### src/rtl/irqc_pkg.sv
package irqc_pkg;

    localparam int DW     = 32;
    localparam int OFFS_W = 8;

    localparam logic [OFFS_W-1:0] OFF_ROUTE_A = 8'h08;
    localparam logic [OFFS_W-1:0] OFF_ROUTE_B = 8'h0C;
    localparam logic [OFFS_W-1:0] OFF_H_CTRL  = 8'h30;
    localparam logic [OFFS_W-1:0] OFF_H_MASK  = 8'h34;
    localparam logic [OFFS_W-1:0] OFF_H_STAT  = 8'h38;
    localparam logic [OFFS_W-1:0] OFF_C_STAT  = 8'h50;
    localparam logic [OFFS_W-1:0] OFF_C_MASK  = 8'h54;
    localparam logic [OFFS_W-1:0] OFF_C_POL   = 8'h58;
    localparam logic [OFFS_W-1:0] OFF_C_IN    = 8'h5C;

    localparam int ENABLE_BIT = 31;
    localparam int AGG_BIT    = 11;
    localparam logic [2:0] WORD_BYTES = 3'd4;

    typedef enum logic [3:0] {
        SEL_NONE,
        SEL_ROUTE_A,
        SEL_ROUTE_B,
        SEL_H_CTRL,
        SEL_H_MASK,
        SEL_H_STAT,
        SEL_C_STAT,
        SEL_C_MASK,
        SEL_C_POL,
        SEL_C_IN
    } reg_sel_e;

    typedef struct packed {
        logic          en;
        reg_sel_e      sel;
        logic [DW-1:0] data;
    } wr_cmd_t;

    function automatic reg_sel_e decode_offs(input logic [OFFS_W-1:0] a);
        reg_sel_e s;
        case (a)
            OFF_ROUTE_A: s = SEL_ROUTE_A;
            OFF_ROUTE_B: s = SEL_ROUTE_B;
            OFF_H_CTRL:  s = SEL_H_CTRL;
            OFF_H_MASK:  s = SEL_H_MASK;
            OFF_H_STAT:  s = SEL_H_STAT;
            OFF_C_STAT:  s = SEL_C_STAT;
            OFF_C_MASK:  s = SEL_C_MASK;
            OFF_C_POL:   s = SEL_C_POL;
            OFF_C_IN:    s = SEL_C_IN;
            default:     s = SEL_NONE;
        endcase
        return s;
    endfunction

endpackage

### src/rtl/irqc_regif.sv
module irqc_regif
    import irqc_pkg::*;
(
    input  logic              clk,
    input  logic              rst,
    input  logic              req_valid,
    input  logic              req_write,
    input  logic [OFFS_W-1:0] req_addr,
    input  logic [2:0]        req_size,
    input  logic [DW-1:0]     req_wdata,
    input  logic [DW-1:0]     rd_value,
    output reg_sel_e          rd_sel,
    output wr_cmd_t           wr,
    output logic              rsp_valid,
    output logic [DW-1:0]     rsp_rdata
);

    reg_sel_e sel;
    logic     size_ok;
    logic     hit;

    always_comb begin
        sel     = decode_offs(req_addr);
        size_ok = (req_size == WORD_BYTES);
        hit     = size_ok && (sel != SEL_NONE);
        rd_sel  = hit ? sel : SEL_NONE;
        wr.en   = req_valid && req_write && hit;
        wr.sel  = sel;
        wr.data = req_wdata;
    end

    always_ff @(posedge clk) begin
        if (rst) begin
            rsp_valid <= 1'b0;
            rsp_rdata <= '0;
        end else begin
            rsp_valid <= req_valid && !req_write;
            if (req_valid && !req_write)
                rsp_rdata <= hit ? rd_value : '1;
        end
    end


    rsp_follows_read_chk: assert property (@(posedge clk) disable iff (rst)
        (req_valid && !req_write) |=> rsp_valid);


    no_spurious_rsp_chk: assert property (@(posedge clk) disable iff (rst)
        !(req_valid && !req_write) |=> !rsp_valid);


    miss_reads_ones_chk: assert property (@(posedge clk) disable iff (rst)
        (req_valid && !req_write && !hit) |=> (rsp_rdata == '1));

endmodule

### src/rtl/irqc_host_stage.sv
module irqc_host_stage
    import irqc_pkg::*;
#(
    parameter int NUM_SRC = 17
) (
    input  logic               clk,
    input  logic               rst,
    input  logic [NUM_SRC-1:0] src_lvl,
    input  wr_cmd_t            wr,
    output logic [DW-1:0]      ctrl,
    output logic [DW-1:0]      mask,
    output logic [DW-1:0]      stat,
    output logic               agg_out
);

    localparam int LOW_BITS = DW - NUM_SRC;

    logic [DW-1:0] set_vec;
    logic [DW-1:0] clr_vec;

    // Source n lands on bit DW-1-n.
    for (genvar n = 0; n < NUM_SRC; n++) begin : g_map
        assign set_vec[DW-1-n] = src_lvl[n];
    end
    if (LOW_BITS > 0) begin : g_fill
        assign set_vec[LOW_BITS-1:0] = '0;
    end

    assign clr_vec = (wr.en && wr.sel == SEL_H_STAT) ? wr.data : '0;

    always_ff @(posedge clk) begin
        if (rst) begin
            ctrl <= '0;
            mask <= '0;
            stat <= '0;
        end else begin
            if (wr.en && wr.sel == SEL_H_CTRL) ctrl <= wr.data;
            if (wr.en && wr.sel == SEL_H_MASK) mask <= wr.data;
            stat <= (stat & ~clr_vec) | set_vec;
        end
    end

    assign agg_out = ctrl[ENABLE_BIT] && (|(stat & mask));


    host_stat_sticky_chk: assert property (@(posedge clk) disable iff (rst)
        !(wr.en && wr.sel == SEL_H_STAT) |=> ((stat & $past(stat)) == $past(stat)));


    host_src_capture_chk: assert property (@(posedge clk) disable iff (rst)
        src_lvl[0] |=> stat[DW-1]);

endmodule

### src/rtl/irqc_conc_stage.sv
module irqc_conc_stage
    import irqc_pkg::*;
#(
    parameter int NUM_ROUTE = 2
) (
    input  logic          clk,
    input  logic          rst,
    input  logic [DW-1:0] live_in,
    input  wr_cmd_t       wr,
    output logic [DW-1:0] stat,
    output logic [DW-1:0] mask,
    output logic [DW-1:0] pol,
    output logic [DW-1:0] route [NUM_ROUTE]
);

    logic [DW-1:0] clr_vec;
    logic [DW-1:0] hit_vec;

    assign clr_vec = (wr.en && wr.sel == SEL_C_STAT) ? wr.data : '0;
    assign hit_vec = live_in & mask;

    always_ff @(posedge clk) begin
        if (rst) begin
            stat <= '0;
            mask <= '0;
            pol  <= '0;
        end else begin
            if (wr.en && wr.sel == SEL_C_MASK) mask <= wr.data;
            if (wr.en && wr.sel == SEL_C_POL)  pol  <= wr.data;
            stat <= (stat & ~clr_vec) | hit_vec;
        end
    end

    for (genvar r = 0; r < NUM_ROUTE; r++) begin : g_route
        localparam reg_sel_e MY_SEL = (r == 0) ? SEL_ROUTE_A : SEL_ROUTE_B;
        always_ff @(posedge clk) begin
            if (rst)
                route[r] <= '0;
            else if (wr.en && wr.sel == MY_SEL)
                route[r] <= wr.data;
        end
    end


    conc_latch_chk: assert property (@(posedge clk) disable iff (rst)
        (|(live_in & mask)) |=> (|stat));


    conc_no_spurious_set_chk: assert property (@(posedge clk) disable iff (rst)
        !(|(live_in & mask)) |=> ((stat & ~$past(stat)) == '0));

endmodule

### src/rtl/irqc_top.sv
module irqc_top
    import irqc_pkg::*;
#(
    parameter int NUM_SRC = 17
) (
    input  logic               clk,
    input  logic               rst,
    input  logic               req_valid,
    input  logic               req_write,
    input  logic [OFFS_W-1:0]  req_addr,
    input  logic [2:0]         req_size,
    input  logic [DW-1:0]      req_wdata,
    output logic               rsp_valid,
    output logic [DW-1:0]      rsp_rdata,
    input  logic [NUM_SRC-1:0] src_lvl,
    output logic               irq_out
);

    localparam int NUM_ROUTE = 2;

    wr_cmd_t       wr;
    reg_sel_e      rd_sel;
    logic [DW-1:0] rd_value;

    logic [DW-1:0] h_ctrl, h_mask, h_stat;
    logic          h_agg;
    logic [DW-1:0] c_in, c_stat, c_mask, c_pol;
    logic [DW-1:0] c_route [NUM_ROUTE];

    irqc_regif u_regif (
        .clk       (clk),
        .rst       (rst),
        .req_valid (req_valid),
        .req_write (req_write),
        .req_addr  (req_addr),
        .req_size  (req_size),
        .req_wdata (req_wdata),
        .rd_value  (rd_value),
        .rd_sel    (rd_sel),
        .wr        (wr),
        .rsp_valid (rsp_valid),
        .rsp_rdata (rsp_rdata)
    );

    irqc_host_stage #(.NUM_SRC(NUM_SRC)) u_host (
        .clk     (clk),
        .rst     (rst),
        .src_lvl (src_lvl),
        .wr      (wr),
        .ctrl    (h_ctrl),
        .mask    (h_mask),
        .stat    (h_stat),
        .agg_out (h_agg)
    );

    always_comb begin
        c_in          = '0;
        c_in[AGG_BIT] = h_agg;
    end

    irqc_conc_stage #(.NUM_ROUTE(NUM_ROUTE)) u_conc (
        .clk     (clk),
        .rst     (rst),
        .live_in (c_in),
        .wr      (wr),
        .stat    (c_stat),
        .mask    (c_mask),
        .pol     (c_pol),
        .route   (c_route)
    );

    always_comb begin
        case (rd_sel)
            SEL_ROUTE_A: rd_value = c_route[0];
            SEL_ROUTE_B: rd_value = c_route[1];
            SEL_H_CTRL:  rd_value = h_ctrl;
            SEL_H_MASK:  rd_value = h_mask;
            SEL_H_STAT:  rd_value = h_stat;
            SEL_C_STAT:  rd_value = c_stat;
            SEL_C_MASK:  rd_value = c_mask;
            SEL_C_POL:   rd_value = c_pol;
            SEL_C_IN:    rd_value = c_in;
            default:     rd_value = '1;
        endcase
    end

    assign irq_out = |c_stat;


    irq_rise_cause_chk: assert property (@(posedge clk) disable iff (rst)
        $rose(irq_out) |-> $past(|(c_in & c_mask)));


    agg_needs_enable_chk: assert property (@(posedge clk) disable iff (rst)
        $rose(c_in[AGG_BIT]) |-> h_ctrl[ENABLE_BIT]);

endmodule

### config.mk
export PLATFORM = sky130hd
export DESIGN_NAME = irqc_top
export DESIGN_NICKNAME = d
export VERILOG_FILES = /design/src/rtl/irqc_pkg.sv /design/src/rtl/irqc_regif.sv /design/src/rtl/irqc_host_stage.sv /design/src/rtl/irqc_conc_stage.sv /design/src/rtl/irqc_top.sv
export SDC_FILE = /design/constraint.sdc
export NUM_CORES = 1
export LEC_CHECK = 0
export ABC_AREA = 1
export CORE_AREA = 5 5 156 158
export CTS_BUF_LIST = sky130_fd_sc_hd__clkbuf_2
export CTS_CLUSTER_DIAMETER = 120
export DETAILED_ROUTE_END_ITERATION = 10
export DIE_AREA = 0 0 161 163
export DONT_BUFFER_PORTS = 1
export GPL_TIMING_DRIVEN = 0
export PLACE_DENSITY = 0.75
export SLEW_MARGIN = 30
export SYNTH_ARGS = -nofsm -noshare
export SYNTH_HDL_FRONTEND = slang
export SYNTH_SLANG_ARGS = --single-unit
### constraint.sdc
create_clock -name clk -period 5.6 [get_ports clk]
set_clock_uncertainty 0.2 [all_clocks]
set_input_delay 1.12 -clock clk [delete_from_list [all_inputs] [get_ports clk]]
set_output_delay 1.12 -clock clk [all_outputs]
set_load 0.1 [all_outputs]
==> results.py <==
metrics = {
    "status": {
        "status": "finished, final reports clean",
    },
    "layout": {
        "post-route-util_pct": 63.2,
        "final_common_cell": "nor2_1",
        "drive_gt1_share_pct": 14.2,
        "fin_area_um2": 14500,
        "nNetsFinal": 1994,
        "area_delta_synth_final_pct": 7.93,
        "layout_common_cells": "302 x nor2_1, 291 x inv_1, 289 x dfxtp_1",
    },
    "critical_path": {
        "path_cells": "nor4_1 > nand4_1 > or2_2",
        "arrival_ps": 2610,
        "reg2regPathDepth": 12,
        "slowest_delay_ps": 590,
        "cp.required_ps": 4280,
        "cpMaxStageDelayCell": "or2_2",
        "crit_type": "register to output port",
        "crit-reg2reg-launch": "u_host.mask[12]",
        "critPathLaunchType": "register",
        "critical_path.endpoint_type": "output port",
        "worst-path-max-fanout": 3,
        "reg2reg_to": "u_regif.rsp_rdata[11]",
        "rrSetupSlack_ps": 3650,
    },
    "routing": {
        "drtIter0Drc": 1597,
        "remaining_drc_errors": 0,
        "dr.pass1.iters": 5,
        "wl_um": 49700,
        "antenna_left": 0,
        "viasPerCell": 5.88,
        "num_vias": 13400,
        "wl_per_cell_um": 21.8,
    },
    "clock_tree": {
        "cts_tree": "done",
        "hold_buffers": 0,
        "path_clk_slew_ps": 110,
        "cts-root-buf": "clkbuf_2",
        "cts_htree_levels": 3,
        "post_cts_resized": 0,
        "clock-sinks": 289,
        "clkLatencyLatePin_ps": 910,
        "cts_setup_buffers": 0,
        "cts_buffer_depth": 3,
        "cts_buffers": 78,
    },
    "synth": {
        "syn_area_per_cell_um2": 7.28,
        "synth_cells": 1850,
        "synth.area.top_cells": "dfxtp_1 43%, nor2_1 8.4%, inv_1 8.1%",
        "netlist_area_um2": 13500,
        "syn_nets": 1914,
        "ys_seq_area_share_pct": 43.0,
        "yosysTopAreaCellShare_pct": 43.0,
        "synth_area_leader_cell": "dfxtp_1",
        "synth_cell_types": 33,
        "ys_warn_count": 0,
        "synth-seq-cells": 289,
    },
    "job": {
        "drv_cap": 0,
    },
    "floorplanning": {
        "io-pin-count": 98,
        "initial_core_util_pct": 58.6,
        "die_y_um": 163,
        "die-area_um2": 26200,
        "num_rows": 56,
        "die_width_um": 161,
        "core_um2": 23000,
    },
    "global_route": {
        "top_usage_layer": "met2",
        "grt_max_degree": 13,
        "grt_pass1_wl_um": 74200,
        "grtUsageTotal_pct": 37.1,
        "met3_usage_pct": 8.38,
        "use_met1_pct": 45.3,
        "met2_usage_pct": 56.1,
        "grt_overflow": 0,
        "grt_pass1_vias": 12900,
        "grt_antenna_before_repair": 1,
    },
    "power": {
        "swShare_pct": 30.1,
        "p_int_w": 0.00271,
        "seqPwrFrac_pct": 57.0,
        "pwr-share-clk_pct": 39.0,
        "power_leakage_nw": 6.25,
        "power.density_nw_per_um2": 267,
        "peakVddDrop_uv": 157,
        "power_frac_comb_pct": 4.0,
        "p_switching_w": 0.00117,
    },
    "worst_hold_path": {
        "whs_path_depth": 2,
        "hold_path.class": "primary input to register",
        "worstHoldStart": "src_lvl[3]",
        "hold_end": "u_host.stat[28]",
    },
    "placement": {
        "dpl-instance-area_um2": 13800,
        "io_buffers": 0,
        "gp_congestion": 0.974,
        "dp_hpwl_um": 35500,
        "pre_cts_ws_ps": 1850,
    },
    "sta": {
        "setup_slack_ps": 1670,
        "hold_viol": 0,
        "timing.final.setup_violations": 0,
        "whs_ps": 134,
        "fin_crit_ps": 3930,
        "worstMarginPinSlew_ps": 1040,
        "rsz0062_at_grt": "no",
        "fmax_mhz": 255,
        "fin_crit_sh_pct": 70.2,
        "setup_tns_ps": 0,
        "drv_slew": 0,
        "slew_headroom_pct": 30.9,
    },
}
## layer usage
metal	up-vias	share of wire, %
met3	219	10
li1	6210	-
met5	-	0
met2	827	42
met1	6132	38
met4	0	9.5
## worst max path at each step
stage | slack [ps] | depth (start not counted) | from | to
detailed placement | 1850 | 11 | req_addr[7] | u_regif.rsp_rdata[28]
global placement | 1900 | 11 | req_addr[7] | u_regif.rsp_rdata[28]
global route | 1640 | 3 | u_conc.stat[15] | irq_out
finish | 1670 | 3 | u_conc.stat[15] | irq_out
CTS | 1690 | 3 | u_conc.stat[15] | irq_out
floorplan | 2770 | 11 | req_addr[7] | u_conc.route[10]
## logic make-up (layout without fill, tap and decap cells)
group / Yosys count / count (layout) / share of synthesized area (%)
DFF: 289 / 289 / 43.0
AOI/OAI and AO/OA: 421 / 421 / 20.7
other: 0 / 1 / 0
buffers and inverters: 415 / 551 / 12.6
and+or+nand+nor: 725 / 725 / 23.7
## per-stage QoR
stage | std cells | power, W
floorplan | 1850 | 0.00235
finish | 2277 | 0.00388
detailed placement | 2140 | 0.00241
CTS | 2276 | 0.00388
global placement | 2140 | 0.00240
global route | 2277 | 0.00401
## final cells by class
class | count | area [um^2]
sequential | 289 | 5790
clock inverter | 20 | 123
tap | 290 | 363
buffer | 116 | 577
multi-input combinational | 1146 | 5980
clock buffer | 116 | 581
fill | 2167 | 8450
antenna | 1 | 2.50
inverter | 299 | 1130
## synth_stat cells (all sizes together)
library cell and count:
nor2 310, o21ai 162, nor3b 1, clkinv 1, nand2 227, nor4 8, a211oi 96, clkbuf 54
nor3 13, o211ai 46, a21oi 117, nand3 128, buf 62, or2 1, and3 1, inv 298
nand4 36, dfxtp 289
## registers in the layout (all words and copies together) (netlist names)
name / cells
u_regif.rsp_valid: 1
u_conc.stat: 32
u_regif.rsp_rdata: 32
u_conc.pol: 32
u_conc.mask: 32
u_host.mask: 32
u_host.ctrl: 32
u_host.stat: 32
u_conc.route: 64
## power by group through the flow
stage	registers (W)	logic [W]	clock network (W)
4_1_cts	0.00221	0.000150	0.00152
5_1_grt	0.00221	0.000167	0.00163
3_3_place_gp	0.00226	0.000147	0
2_1_floorplan	0.00225	0.0000997	0
6_report	0.00221	0.000154	0.00151
3_5_place_dp	0.00226	0.000150	0
## critical path: cells and delay by family (launching register included)
family,cells,cell delay (ps)
DFF,1,340
and+or+nand+nor,3,1340
No activity file was read; power rests on OpenSTA's default activity.
